## config.mk

```make
export PLATFORM = sky130hd
export DESIGN_NAME = liveness_recovery_monitor
export DESIGN_NICKNAME = d
export VERILOG_FILES = /design/src/rtl/lrm_pkg.sv /design/src/rtl/lrm_beat_gen.sv /design/src/rtl/lrm_reply_timer.sv /design/src/rtl/lrm_recovery_fsm.sv /design/src/rtl/liveness_recovery_monitor.sv
export SDC_FILE = /design/constraint.sdc
export NUM_CORES = 1
export LEC_CHECK = 0
export BUFFER_PORTS_ARGS = -buffer_cell sky130_fd_sc_hd__buf_2
export CORE_MARGIN = 4
export CORE_UTILIZATION = 60
export CTS_BUF_LIST = sky130_fd_sc_hd__clkbuf_4 sky130_fd_sc_hd__clkbuf_8
export DETAILED_ROUTE_END_ITERATION = 12
export PLACE_DENSITY_LB_ADDON = 0.3
export SLEW_MARGIN = 20
export SYNTH_ARGS = -nofsm -noshare
export SYNTH_HDL_FRONTEND = slang
export SYNTH_SLANG_ARGS = --single-unit
export TNS_END_PERCENT = 100
```

## constraint.sdc

```tcl
create_clock -name clk -period 5.1 [get_ports clk]
set_clock_uncertainty 0.1 [all_clocks]
set_input_delay 1.53 -clock clk [delete_from_list [all_inputs] [get_ports clk]]
set_output_delay 1.53 -clock clk [all_outputs]
set_load 0.05 [all_outputs]
```

## src/rtl/lrm_pkg.sv

```systemverilog
package lrm_pkg;

  typedef enum logic [1:0] {
    ST_RUN     = 2'd0,
    ST_HOLD    = 2'd1,
    ST_RECOVER = 2'd2
  } lrm_state_e;

  // Width of a counter that must hold values 0..limit
  function automatic int cnt_width(input int limit);
    return (limit < 2) ? 1 : $clog2(limit + 1);
  endfunction

  // Decide whether a fault moves the node onto the spare module
  function automatic logic go_spare(input logic on_spare,
                                    input logic ext_perm,
                                    input logic strike);
    return on_spare | ext_perm | strike;
  endfunction

endpackage

```

## src/rtl/lrm_beat_gen.sv

```systemverilog
module lrm_beat_gen #(
  parameter int PERIOD = 64,
  localparam int CW = lrm_pkg::cnt_width(PERIOD)
) (
  input  logic clk,
  input  logic rst_n,
  input  logic run_i,
  output logic beat_o
);

  logic [CW-1:0] pcnt_q;

  assign beat_o = run_i && (pcnt_q == CW'(PERIOD - 1));

  always_ff @(posedge clk) begin
    if (!rst_n)       pcnt_q <= '0;
    else if (!run_i)  pcnt_q <= '0;
    else if (beat_o)  pcnt_q <= '0;
    else              pcnt_q <= pcnt_q + 1'b1;
  end

endmodule

```

## src/rtl/lrm_reply_timer.sv

```systemverilog
module lrm_reply_timer #(
  parameter int TIMEOUT = 16,
  localparam int TW = lrm_pkg::cnt_width(TIMEOUT)
) (
  input  logic clk,
  input  logic rst_n,
  input  logic run_i,
  input  logic beat_i,
  input  logic ack_i,
  output logic waiting_o,
  output logic reply_ok_o,
  output logic timeout_o
);

  logic [TW-1:0] tcnt_q;
  logic          wait_q;

  assign waiting_o  = wait_q;
  assign reply_ok_o = wait_q && ack_i;
  assign timeout_o  = wait_q && !ack_i && (tcnt_q == TW'(TIMEOUT - 1));

  always_ff @(posedge clk) begin
    if (!rst_n || !run_i) begin
      wait_q <= 1'b0;
      tcnt_q <= '0;
    end else if (beat_i) begin
      wait_q <= 1'b1;
      tcnt_q <= '0;
    end else if (wait_q) begin
      if (reply_ok_o || timeout_o) wait_q <= 1'b0;
      else                         tcnt_q <= tcnt_q + 1'b1;
    end
  end

endmodule

```

## src/rtl/lrm_recovery_fsm.sv

```systemverilog
module lrm_recovery_fsm #(
  parameter int RST_LEN = 8,
  localparam int HW = lrm_pkg::cnt_width(RST_LEN)
) (
  input  logic clk,
  input  logic rst_n,
  input  logic timeout_i,
  input  logic reply_ok_i,
  input  logic perm_fault_i,
  output logic run_o,
  output logic hold_o,
  output logic recover_o,
  output logic spare_mode_o
);
  import lrm_pkg::*;

  lrm_state_e    st_q;
  logic [HW-1:0] hcnt_q;
  logic          spare_q;
  logic          strike_q;
  logic          spare_next;

  assign spare_next   = go_spare(spare_q, perm_fault_i, strike_q);
  assign run_o        = (st_q == ST_RUN);
  assign hold_o       = (st_q == ST_HOLD);
  assign recover_o    = (st_q == ST_RECOVER);
  assign spare_mode_o = spare_q;

  always_ff @(posedge clk) begin
    if (!rst_n) begin
      st_q     <= ST_RUN;
      hcnt_q   <= '0;
      spare_q  <= 1'b0;
      strike_q <= 1'b0;
    end else begin
      unique case (st_q)
        ST_RUN: begin
          if (timeout_i) begin
            spare_q  <= spare_next;
            strike_q <= !spare_next;
            hcnt_q   <= '0;
            st_q     <= ST_HOLD;
          end else if (reply_ok_i) begin
            strike_q <= 1'b0;
          end
        end
        ST_HOLD: begin
          if (hcnt_q == HW'(RST_LEN - 1)) st_q <= ST_RECOVER;
          else                             hcnt_q <= hcnt_q + 1'b1;
        end
        ST_RECOVER: st_q <= ST_RUN;
        default:    st_q <= ST_RUN;
      endcase
    end
  end

endmodule

```

## src/rtl/liveness_recovery_monitor.sv

```systemverilog
module liveness_recovery_monitor #(
  parameter int PERIOD  = 64,
  parameter int TIMEOUT = 16,
  parameter int RST_LEN = 8
) (
  input  logic clk,
  input  logic rst_n,
  input  logic alive_ack_i,
  input  logic perm_fault_i,
  output logic query_local_o,
  output logic query_spare_o,
  output logic rst_local_o,
  output logic rst_spare_o,
  output logic recover_start_o
);

  generate
    if (TIMEOUT >= PERIOD || TIMEOUT < 1 || RST_LEN < 1) begin : g_bad_cfg
      $error("liveness_recovery_monitor: need 1 <= TIMEOUT < PERIOD and RST_LEN >= 1");
    end
  endgenerate

  // Internal events, named for the checker
  logic run_w, hold_w, recover_w, spare_mode_w;
  logic beat_w, waiting_w, reply_ok_w, timeout_w;

  lrm_beat_gen #(.PERIOD(PERIOD)) u_beat (
    .clk    (clk),
    .rst_n  (rst_n),
    .run_i  (run_w),
    .beat_o (beat_w)
  );

  lrm_reply_timer #(.TIMEOUT(TIMEOUT)) u_timer (
    .clk        (clk),
    .rst_n      (rst_n),
    .run_i      (run_w),
    .beat_i     (beat_w),
    .ack_i      (alive_ack_i),
    .waiting_o  (waiting_w),
    .reply_ok_o (reply_ok_w),
    .timeout_o  (timeout_w)
  );

  lrm_recovery_fsm #(.RST_LEN(RST_LEN)) u_fsm (
    .clk          (clk),
    .rst_n        (rst_n),
    .timeout_i    (timeout_w),
    .reply_ok_i   (reply_ok_w),
    .perm_fault_i (perm_fault_i),
    .run_o        (run_w),
    .hold_o       (hold_w),
    .recover_o    (recover_w),
    .spare_mode_o (spare_mode_w)
  );

  // Route strobes and resets to the active target
  assign query_local_o   = beat_w && !spare_mode_w;
  assign query_spare_o   = beat_w &&  spare_mode_w;
  assign rst_local_o     = hold_w && !spare_mode_w;
  assign rst_spare_o     = hold_w &&  spare_mode_w;
  assign recover_start_o = recover_w;

endmodule

```

# Word level (Yosys, flattened, before mapping)
# Index checks and enable logic that the tools add are counted.
dict set report totals {
  output_inout_bits 5
  register_bits 21
  n_memories 0
  romBits 0
  inputBits 4
  ram_bits 0
  latch_bits 0
  elab_cells 59
}
dict set report classes {
  n_eq_ne 8
  n_div 0
  shifts 0
  mul 0
  bitwise 5
  n_addsub 3
  reduce_logical 25
  n_lt_le_gt_ge 0
  mux 11
}
# op count
set op_table {}
lappend op_table {{logical AND 1 bit} 8}
lappend op_table {{2-to-1 mux 4 bit} 2}
lappend op_table {{case mux 4 bit (2 select lines)} 1}
lappend op_table {{AND reduction 2 bit} 4}
lappend op_table {{adder 7 x 1 -> 7 bit (second input constant)} 1}
lappend op_table {{equality test 7 x 6 -> 1 bit (second input constant)} 1}
lappend op_table {{adder 5 x 1 -> 5 bit (second input constant)} 1}
lappend op_table {{equality test 5 x 4 -> 1 bit (second input constant)} 1}
lappend op_table {{logical NOT 1 bit} 5}
lappend op_table {{2-to-1 mux 1 bit} 5}
lappend op_table {{adder 4 x 1 -> 4 bit (second input constant)} 1}
lappend op_table {{equality test 4 x 3 -> 1 bit (second input constant)} 1}
lappend op_table {{2-to-1 mux 2 bit} 2}
lappend op_table {{!= test 2 x 1 -> 1 bit (second input constant)} 2}
lappend op_table {{case mux 2 bit (2 select lines)} 1}
lappend op_table {{nonzero test 2 bit} 2}
lappend op_table {{inverter 1 bit} 3}
lappend op_table {{AND reduction 3 bit} 1}
lappend op_table {{OR reduction 3 bit} 1}
lappend op_table {{equality test 2 x 1 -> 1 bit (second input constant)} 1}
lappend op_table {{equality test 2 bit (second input constant)} 1}
lappend op_table {{logical NOT 2 bit} 1}
lappend op_table {{logical OR 1 bit} 2}
lappend op_table {{!= test 2 bit (second input constant)} 1}
lappend op_table {{other kinds (2)} 3}

# Depth between registers and ports, before layout
# Gate-level depths: netlist of run 1.
dict set report depth {
  ltp_word 7
  depth_mapped 6
  depth_no_buf 6
}

# Hierarchy
# From an unflattened synthesis of run 1, not the netlist that was laid out.
dict set report hier_totals {
  hier_cells 108
  area_unflattened_um2 1027.2
}
# mod cells_per_inst n_inst seq_area_each_um2 area_each_um2
set by_module_without_submodules {}
lappend by_module_without_submodules {lrm_recovery_fsm 45 1 160.2 401.6}
lappend by_module_without_submodules {lrm_beat_gen 30 1 140.1 300.3}
lappend by_module_without_submodules {lrm_reply_timer 29 1 120.1 300.3}
lappend by_module_without_submodules {liveness_recovery_monitor 4 1 0.0 25.0}

# Worst setup path before layout of run 1
# Ideal clock, no wire load.
dict set report synth_timing {
  path_kind {flip-flop to output port}
  start {reg u_beat.pcnt_q[0]}
  end {out query_local_o}
  path_slack_ns 1.023
  path_stages_with_launch 5
  t_arrival_ns 2.447
  path_buffers 0
  cell_sequence {dfxtp_1 -> ha_1 -> nand3_1 -> or3_1 -> nor4_1}
}
dict set report synth_via {
  elab_chain_len 3
}
# element line_no
set synth_rtl {}
lappend synth_rtl {{from (decl)} lrm_beat_gen.sv:11} ;# logic [CW-1:0] pcnt_q;
lappend synth_rtl {{from (signal assigned)} lrm_beat_gen.sv:19} ;# else pcnt_q <= pcnt_q + 1'b1;
lappend synth_rtl {{equality test 7 x 6 -> 1 bit} lrm_beat_gen.sv:13} ;# assign beat_o = run_i && (pcnt_q == CW'(PERIOD - 1));
lappend synth_rtl {{logical AND 1 bit} lrm_beat_gen.sv:13}
lappend synth_rtl {{logical AND 1 bit} liveness_recovery_monitor.sv:58} ;# assign query_local_o = beat_w && !spare_mode_w;
lappend synth_rtl {{to (decl)} liveness_recovery_monitor.sv:10} ;# output logic query_local_o,
# Every way passes these cells.

# Worst setup path in the final report of run 1
# Ends and elaborated chain as after synthesis.

==> run_results.csv, run 1 <==
group,metric,value,unit
cts,htreeDepth,1,
hold_path,min_path_cells,1,
hold_path,whs_endpoint,"u_beat.pcnt_q[0]",
sta,fin_crit_sh,0.687,
critical_path,r2r_cells,6,
synth,synth-seq-cells,21,
cts,cts_tree,"yes",
critical_path,reg2reg_to,"u_timer.tcnt_q[3]",
final_layout,layout.nets,124,
place,dpl_cell_area,0.00100,mm2
cts,clk_pin_slew,0.12,ns
floorplanning,core_area,0.00151,mm2
sta,tns,0,ns
synth,syn_nets,113,
cts,cts_root_buf,"clkbuf_4",
hold_path,hp-class,"flip-flop to flip-flop",
global_route,grt_max_degree,15,
synth,synth_edf_count,0,
cts,cts_hold_buf,0,
synth,yosysWarnings,0,
routing,wire_per_inst,12.8,um
critical_path,path_class,"flip-flop to output port",
cts,cts_setup_buffers,0,
critical_path,crit_arrival,1.87,ns
floorplanning,rows,14,
global_route,antenna_found_initial,0,
routing,wirelength,1.68,mm
synth,netlist_top_cells_area,"dfxtp_1 44%, ha_1 5.2%, nor2_1 4.3%, nand2_1 3.5%, o22ai_1 3.3%",
status,status,"complete, no violations",
global_route,grt_use_total,0.177,
critical_path,ff2ff_setup_slack,3.06,ns
synth,async_flop_share,0,
hold_path,hold_start,"u_beat.pcnt_q[0]",
global_route,grt-ovfl-total,0,
routing,ant_nets,0,
power_and_ir_drop,p_leak,0.386,nW
sta,rsz0062_at_grt,"false",
sta,fmax,286,MHz
critical_path,cp-end-kind,"output port",
routing,first_pass_iters,3,
place,numPortBuffers,8,
power_and_ir_drop,max-vdd-ir-drop,0.000155,V
floorplanning,start_util,0.636,
routing,vias_per_cell,5.76,
global_route,grt_pass1_vias,706,
synth,synthesis.area,958,um2
sta,worst_pin_slew,0.748,ns
synth,yosysTopAreaCellShare,0.439,
final_layout,fillers,129,
floorplanning,die_area,0.00230,mm2
synth,synth_cell_types,34,
place,gp_congestion,0.769,
routing,drcViolationCount,0,
cts,cts_sinks,21,
cts,clockBufferDepth,2,
critical_path,path_max_fanout,3,
routing,first_iter_violations,3,
sta,setup-violations-final,0,
synth,seq_area_frac_synth,0.439,
final_layout,final_common_cell,"dfxtp_1",
synth,syn_inst,105,
sta,slew_viol_final,0,
floorplanning,die_h,48.0,um
sta,holdWs,0.355,ns
power_and_ir_drop,power.density,250,mW/mm2
critical_path,crit_path_start_kind,"flip-flop",
sta,timing.final.hold_violations,0,
cts,cts_buffers,3,
critical_path,rr_startpoint,"u_timer.tcnt_q[0]",
floorplanning,ios,9,
final_layout,drive_gt1_frac,0.148,
final_layout,design_area,0.00103,mm2
floorplanning,die-width,48.0,um
cts,post_cts_resized,0,
synth,synth_top_cell_by_area,"dfxtp_1",
critical_path,required,3.47,ns
global_route,grt_pass1_wl,2.80,mm
synth,avgSynthCellArea,9.13,um2
place,dp.final_hpwl,1.32,mm
sta,slew_headroom,0.501,
flow_run,cap_violations,0,
synth,ys.flop_type,"dfxtp_1",
final_layout,num_antenna_cells,0,
final_layout,layout_common_cells,"21 x dfxtp_1, 11 x nor2_1, 9 x nand2_1",
routing,vias,754,
cts,insertion_delay,0.31,ns
sta,finalCriticalPeriod,3.50,ns
final_layout,areaGrowthSynthToFinish,7.57,%
==> report_power, final <==
part / switching (mW) / internal [mW]
sequential: 0.00157 / 0.166
clock: 0.0516 / 0.0293
combinational: 0.00582 / 0.00372
total: 0.0590 / 0.199
==> critical path, stage by stage (launching register included) <==
cell     delay (ns)
dfxtp_1        0.37
ha_1           0.21
nand3_1        0.14
or3_1          0.36
nor4_1         0.17
buf_2          0.31
==> routing by layer <==
layer | routed length, um | vias up | track usage
li1 | - | 397 | -
met2 | 873 | 6 | 0.301
met1 | 721 | 346 | 0.199
met3 | 46 | 5 | 0.0489
met4 | 34 | 0 | 0.0914
met5 | 0 | - | 0
==> cell type report <==
cell class | count | area (um2) | share of cell area
Clock buffer | 3 | 22.5 | 0.0218
Clock inverter | 1 | 5.00 | 0.00485
Inverter | 5 | 18.8 | 0.0182
Multi-Input combinational cell | 77 | 504 | 0.489
Sequential cell | 21 | 420 | 0.408
Tap cell | 16 | 20.0 | 0.0194
Timing Repair Buffer | 8 | 40.0 | 0.0388
==> cell families after synthesis <==
logic type,after synthesis,share of synthesized area
compound gates,23,0.163
xor+xnor,4,0.0366
fa+ha+maj,4,0.0522
buf+inv,7,0.0352
flops,21,0.439
simple gates,46,0.274
==> worst max-delay path by stage <==
stage / endpoint / from / slack, ns
2_1_floorplan: query_local_o / u_beat.pcnt_q[0] / 1.02
3_3_place_gp: query_local_o / u_beat.pcnt_q[0] / 2.00
3_5_place_dp: query_local_o / u_beat.pcnt_q[0] / 1.93
4_1_cts: query_local_o / u_beat.pcnt_q[0] / 1.58
5_1_grt: query_local_o / u_beat.pcnt_q[0] / 1.48
6_report: query_local_o / u_beat.pcnt_q[0] / 1.60
==> state kept, by name, indices dropped and copies added (netlist names) <==
| signal | flops |
|---|---|
| u_fsm.spare_mode_o | 1 |
| u_timer.waiting_o | 1 |
| u_fsm.strike_q | 1 |
| u_timer.tcnt_q | 5 |
| u_fsm.hcnt_q | 4 |
| u_fsm.st_q | 2 |
| u_beat.pcnt_q | 7 |
==> synth_stat cells, types with 2 or more instances <==
cell	count
a21oi_1	6
dfxtp_1	21
ha_1	4
inv_1	5
nand2_1	9
nand2b_1	3
nand3_1	5
nor2_1	11
nor4_1	2
o21a_1	2
o21ai_0	5
o22ai_1	5
or3_1	4
xnor2_1	2
xor2_1	2
==> stage by stage <==
step	util	worst slack, ns	power (mW)	std cells
3_5_place_dp	0.666	1.93	0.181	127
2_1_floorplan	-	1.02	0.177	105
6_report	0.684	1.60	0.258	131
3_3_place_gp	0.666	2.00	0.180	127
4_1_cts	0.684	1.58	0.259	131
5_1_grt	0.684	1.48	0.266	131
No activity file was read; power rests on OpenSTA's default activity.
==> run 2, diff against run 1 <==
--- a/config.mk
+++ b/config.mk
@@ -7,7 +7,7 @@
 export LEC_CHECK = 0
 export BUFFER_PORTS_ARGS = -buffer_cell sky130_fd_sc_hd__buf_2
 export CORE_MARGIN = 4
-export CORE_UTILIZATION = 60
+export CORE_UTILIZATION = 59
 export CTS_BUF_LIST = sky130_fd_sc_hd__clkbuf_4 sky130_fd_sc_hd__clkbuf_8
 export DETAILED_ROUTE_END_ITERATION = 12
 export PLACE_DENSITY_LB_ADDON = 0.3
==> constraint.sdc (replaced) <==
create_clock -name clk -period 3.4 [get_ports clk]
set_clock_uncertainty 0.1 [all_clocks]
set_input_delay 1.02 -clock clk [delete_from_list [all_inputs] [get_ports clk]]
set_output_delay 1.02 -clock clk [all_outputs]
set_load 0.05 [all_outputs]
==> run 2 against run 1 <==
Critical path depth unchanged. Wire length up 9.7%. Combinational power up 54%. Sequential share of layout area unchanged. Via count up 4.2%. Flip-flop and latch count unchanged. Cell count unchanged. First-iteration DRC count rose to 8.0 times the previous value. Non-clock buffer count unchanged. Die area up 1.4%. Critical path type unchanged.
==> run_results.csv, run 2 (same netlist as run 1, synthesis figures left out) <==
group,metric,value,unit
status,status,"complete, no violations",
sta,tns,0,ns
final_layout,regMostFlops,"u_beat.pcnt_q",
critical_path,path_max_fanout,3,
flow_run,cap_violations,0,
critical_path,crit_path_start_kind,"flip-flop",
final_layout,layout_common_cells,"21 x dfxtp_1, 11 x nor2_1, 9 x nand2_1",
routing,wirelength,1.84,mm
sta,worst_pin_slew,0.816,ns
floorplanning,rows,14,
sta,rsz0062_at_grt,"false",
final_layout,instances_no_fill,131,
sta,finalCriticalPeriod,3.01,ns
global_route,grt_max_degree,15,
power_and_ir_drop,power.density,379,mW/mm2
sta,setup-violations-final,0,
place,dpl_cell_area,0.00100,mm2
power_and_ir_drop,max-vdd-ir-drop,0.000383,V
floorplanning,core_area,0.00152,mm2
global_route,grt.met2_usage,0.259,
global_route,grt-ovfl-total,0,
power_and_ir_drop,p_leak,0.386,nW
global_route,gr-max-usage-layer,"met2",
global_route,met3_usage,0.0215,
place,dp.final_hpwl,1.30,mm
floorplanning,die_h,48.3,um
cts,cts_buffers,3,
place,gp_congestion,0.772,
hold_path,hp-class,"flip-flop to flip-flop",
critical_path,crit_arrival,1.89,ns
cts,htreeDepth,1,
place,numPortBuffers,8,
sta,timing.final.hold_violations,0,
sta,slew_viol_final,0,
final_layout,final_common_cell,"dfxtp_1",
final_layout,utilization,0.677,
global_route,grt_pass1_wl,3.09,mm
critical_path,cp-end-kind,"output port",
cts,cts_setup_buffers,0,
sta,holdWs,0.362,ns
cts,cts_tree,"yes",
routing,first_pass_iters,4,
floorplanning,die_area,0.00233,mm2
routing,wire_per_inst,14.0,um
power_and_ir_drop,total_power,0.391,mW
sta,fin_crit_sh,0.884,
global_route,antenna_found_initial,0,
final_layout,num_antenna_cells,0,
routing,vias,786,
cts,clockBufferDepth,2,
final_layout,areaGrowthSynthToFinish,7.57,%
final_layout,largestRegisters,"u_beat.pcnt_q x7, u_timer.tcnt_q x5, u_fsm.hcnt_q x4",
routing,vias_per_cell,6.00,
routing,drcViolationCount,0,
final_layout,layout.nets,124,
final_layout,largest_reg_flops,7,
place,post-place-ws,0.770,ns
cts,insertion_delay,0.31,ns
sta,fin_ws,0.395,ns
cts,cts_hold_buf,0,
floorplanning,die-width,48.3,um
place,place_inst,127,
sta,fmax,333,MHz
final_layout,drive_gt1_frac,0.148,
critical_path,required,2.28,ns
critical_path,path_class,"flip-flop to output port",
cts,cts_root_buf,"clkbuf_4",
global_route,grt_util_met1,0.207,
global_route,grt_pass1_vias,734,
cts,post_cts_resized,0,
floorplanning,ios,9,
routing,ant_nets,0,
sta,slew_headroom,0.455,
cts,clk_pin_slew,0.12,ns
cts,cts_sinks,21,
final_layout,design_area,0.00103,mm2
floorplanning,start_util,0.629,
routing,first_iter_violations,24,
global_route,grt_use_total,0.160,
run 2: layout make-up:
cell class | instances | area (um2)
clock buffers | 3 | 22.5
multi-input cells | 77 | 504
flip-flops and latches | 21 | 420
well taps | 16 | 20.0
inverters | 5 | 18.8
repair buffers | 8 | 40.0
clock inverters | 1 | 5.00
fillers | 130 | 493
run 2: worst max-delay path, stage by stage, from the launching register on:
cell,delay [ns]
dfxtp_1,0.37
ha_1,0.22
nand3_1,0.14
or3_1,0.37
nor4_1,0.17
buf_2,0.30
run 2: where the power goes:
group          switching [mW]  leakage (nW)  internal (mW)
Combinational         0.00908         0.199        0.00566
Sequential            0.00233         0.170          0.249
Clock                  0.0806        0.0177         0.0440
Total                  0.0920         0.386          0.299
run 2: worst paths after layout:
kind                           from                end  slack [ns]  cells after the start
hold reg to reg    u_beat.pcnt_q[0]   u_beat.pcnt_q[0]        0.36                      1
setup reg to reg  u_timer.tcnt_q[0]  u_timer.tcnt_q[3]        1.32                      6
hold / removal     u_beat.pcnt_q[0]   u_beat.pcnt_q[0]        0.36                      1
setup / recovery   u_beat.pcnt_q[0]      query_local_o        0.39                      5
run 2: routing by layer:
layer	routed length [um]	vias up
li1	-	397
met3	63	4
met1	839	365
met4	36	0
met2	898	20
met5	0	-
==> run 3, diff against run 2 <==
--- a/config.mk
+++ b/config.mk
@@ -7,12 +7,14 @@
 export LEC_CHECK = 0
 export BUFFER_PORTS_ARGS = -buffer_cell sky130_fd_sc_hd__buf_2
 export CORE_MARGIN = 4
-export CORE_UTILIZATION = 59
+export CORE_UTILIZATION = 60
 export CTS_BUF_LIST = sky130_fd_sc_hd__clkbuf_4 sky130_fd_sc_hd__clkbuf_8
 export DETAILED_ROUTE_END_ITERATION = 12
+export GPL_TIMING_DRIVEN = 0
 export PLACE_DENSITY_LB_ADDON = 0.3
 export SLEW_MARGIN = 20
 export SYNTH_ARGS = -nofsm -noshare
 export SYNTH_HDL_FRONTEND = slang
+export SYNTH_HIERARCHICAL = 1
 export SYNTH_SLANG_ARGS = --single-unit
 export TNS_END_PERCENT = 100
==> run 3 against run 2 <==
Design area grew 9.2%. Non-clock buffer count grew 1. Sequential share of layout area shrank 3.4 points. Critical endpoint unchanged. Wire length shrank 8.9%. Highest routed layer unchanged. Clock power is essentially flat.
==> run_results.csv, run 3 <==
group,metric,value,unit
sta,fmax,327,MHz
floorplanning,die_area,0.00244,mm2
synth,ys.flop_type,"dfxtp_1",
critical_path,ff2ff_setup_slack,1.35,ns
synth,synth_top_cell_by_area,"dfxtp_1",
synth,synth-seq-cells,21,
final_layout,fillers,123,
critical_path,critPathTopFamily,"simple AND/OR/NAND/NOR gates",
cts,clk_pin_slew,0.11,ns
routing,wirelength,1.67,mm
synth,syn_nets,116,
global_route,grt_pass1_wl,2.94,mm
critical_path,critical_path.slowest_cell,"dfxtp_1",
cts,cts_root_buf,"clkbuf_4",
sta,finalCriticalPeriod,3.06,ns
final_layout,layout.nets,129,
final_layout,largestRegisters,"u_beat/pcnt_q x7, u_timer/tcnt_q x5, u_fsm/hcnt_q x4",
global_route,grt_pass1_vias,702,
critical_path,r2r_cells,7,
routing,vias,793,
floorplanning,die-width,49.4,um
power_and_ir_drop,max-vdd-ir-drop,0.000269,V
floorplanning,rows,14,
final_layout,areaGrowthSynthToFinish,9.62,%
final_layout,final_common_cell,"dfxtp_1",
sta,tns,0,ns
power_and_ir_drop,power.density,349,mW/mm2
synth,synthesis.area,0.00103,mm2
critical_path,path_max_fanout,8,
critical_path,cp-end-kind,"output port",
place,gp_congestion,0.768,
synth,yosysTopAreaCellShare,0.409,
sta,fin_crit_sh,0.899,
floorplanning,core_area,0.00156,mm2
critical_path,crit_chain,"nor2_2 -> inv_1 -> nor4_2 -> nor2b_1 -> buf_2",
floorplanning,die_h,49.4,um
synth,seq_area_frac_synth,0.409,
synth,synth_edf_count,0,
critical_path,startpoint,"u_fsm/st_q[0]",
cts,insertion_delay,0.30,ns
final_layout,num_antenna_cells,0,
synth,synth_cell_types,41,
critical_path,crit_path_start_kind,"flip-flop",
routing,drcViolationCount,0,
critical_path,crit_arrival,1.94,ns
status,status,"complete, no violations",
cts,cts_buffers,3,
final_layout,layout_common_cells,"21 x dfxtp_1, 13 x nor2_1, 8 x buf_2, 8 x inv_1, 6 x nand2_1",
floorplanning,ios,9,
sta,slew_viol_final,0,
critical_path,path_depth,5,
floorplanning,start_util,0.659,
synth,netlist_top_cells_area,"dfxtp_1 41%, nor2_1 5.1%, ha_1 4.9%, inv_1 2.9%, o311ai_4 2.6%",
global_route,grt_use_total,0.150,
routing,first_iter_violations,4,
sta,timing.final.hold_violations,0,
critical_path,required,2.28,ns
synth,yosysMostFrequentCell,"dfxtp_1",
routing,wire_per_inst,12.3,um
sta,rsz0062_at_grt,"false",
routing,vias_per_cell,5.83,
routing,first_pass_iters,4,
cts,cts_sinks,21,
critical_path,crit_buf_inv,2,
critical_path,rr_startpoint,"u_timer/tcnt_q[0]",
hold_path,hp-class,"flip-flop to flip-flop",
place,numPortBuffers,8,
sta,setup-violations-final,0,
final_layout,largest_reg_flops,7,
final_layout,regMostFlops,"u_beat/pcnt_q",
sta,worst_pin_slew,0.431,ns
synth,avgSynthCellArea,9.51,um2
power_and_ir_drop,p_leak,0.444,nW
global_route,grt_max_degree,12,
critical_path,path_class,"flip-flop to output port",
cts,clockBufferDepth,2,
final_layout,utilization,0.722,
critical_path,slowest_delay,0.39,ns
critical_path,cp-endpoint,"query_local_o",
routing,ant_nets,0,
global_route,grt-ovfl-total,0,
synth,syn_inst,108,
cts,htreeDepth,1,
critical_path,reg2reg_to,"u_fsm/hcnt_q[2]",
sta,slew_headroom,0.712,
cts,cts_tree,"yes",
flow_run,cap_violations,0,
place,dp.final_hpwl,1.23,mm
final_layout,drive_gt1_frac,0.208,
synth,yosysWarnings,6,
synth,synth_commonest_cells,"21 x dfxtp_1, 14 x nor2_1, 8 x inv_1",
synth,async_flop_share,0,
global_route,antenna_found_initial,0,
[run 3: changes by cell type in the layout (fill, tap and decap cells not counted), sizes merged, moves of 3 or more]
cell    delta
inv        +3
or3        -3
nand3b     +3
nand2      -3
nor2       +3
o22ai      -5
[run 3: stage by stage]
| stage | cells | area, um2 | power (mW) | hold WS, ns | setup slack, ns |
|---|---|---|---|---|---|
| 3_3_place_gp | 132 | 1090 | 0.272 | 0.346 | 0.474 |
| 4_1_cts | 136 | 1120 | 0.398 | 0.381 | 0.0535 |
| 3_5_place_dp | 132 | 1090 | 0.272 | 0.354 | 0.404 |
| 5_1_grt | 136 | 1130 | 0.409 | 0.418 | 0.133 |
| 2_1_floorplan | 108 | 1030 | 0.266 | 0.330 | 0.339 |
| 6_report | 136 | 1130 | 0.393 | 0.378 | 0.344 |
[run 3: repair_timing]
action                     CTS  global route
hold buffers                 0             0
resized for setup            0             2
setup endpoints to repair    0             2
setup buffers                0             0
[run 3: final cells by class]
cell class                      instances  area (um2)  area share
Clock buffer                            4        30.0      0.0267
Buffer                                  1        11.3      0.0100
Tap cell                               16        20.0      0.0178
Sequential cell                        21         420       0.373
Timing Repair Buffer                    8        40.0      0.0356
Multi-Input combinational cell         78         574       0.510
Inverter                                8        30.0      0.0267
[run 3: logic make-up (layout without fill, tap and decap cells)]
family | Yosys count | after routing | share of synthesized area
flops | 21 | 21 | 0.409
buf+inv | 9 | 21 | 0.0402
compound gates | 19 | 19 | 0.153
simple gates | 48 | 48 | 0.285
fa+ha+maj | 4 | 4 | 0.0487
mux | 2 | 2 | 0.0207
xor+xnor | 5 | 5 | 0.0426
[run 3: layer usage]
metal	vias up	track usage	share of wire
met5	-	0	0
met4	0	0.0184	0.0030
met3	2	0.0550	0.042
met2	9	0.241	0.48
met1	374	0.197	0.47
li1	408	-	-
[run 3: worst min path at each step]
stage                startpoint                to  slack, ns  cells after the start
4_1_cts        u_beat/pcnt_q[0]  u_beat/pcnt_q[0]       0.38                      1
3_3_place_gp   u_beat/pcnt_q[0]  u_beat/pcnt_q[0]       0.35                      1
3_5_place_dp   u_beat/pcnt_q[0]  u_beat/pcnt_q[0]       0.35                      1
6_report       u_beat/pcnt_q[0]  u_beat/pcnt_q[0]       0.38                      1
2_1_floorplan  u_beat/pcnt_q[0]  u_beat/pcnt_q[0]       0.33                      1
5_1_grt        u_beat/pcnt_q[0]  u_beat/pcnt_q[0]       0.42                      1
[run 3: where the power goes]
part | switching, mW | internal (mW) | total [mW]
clock network | 0.0729 | 0.0537 | 0.127
logic | 0.00876 | 0.00599 | 0.0148
registers | 0.00286 | 0.249 | 0.252
total | 0.0846 | 0.309 | 0.393
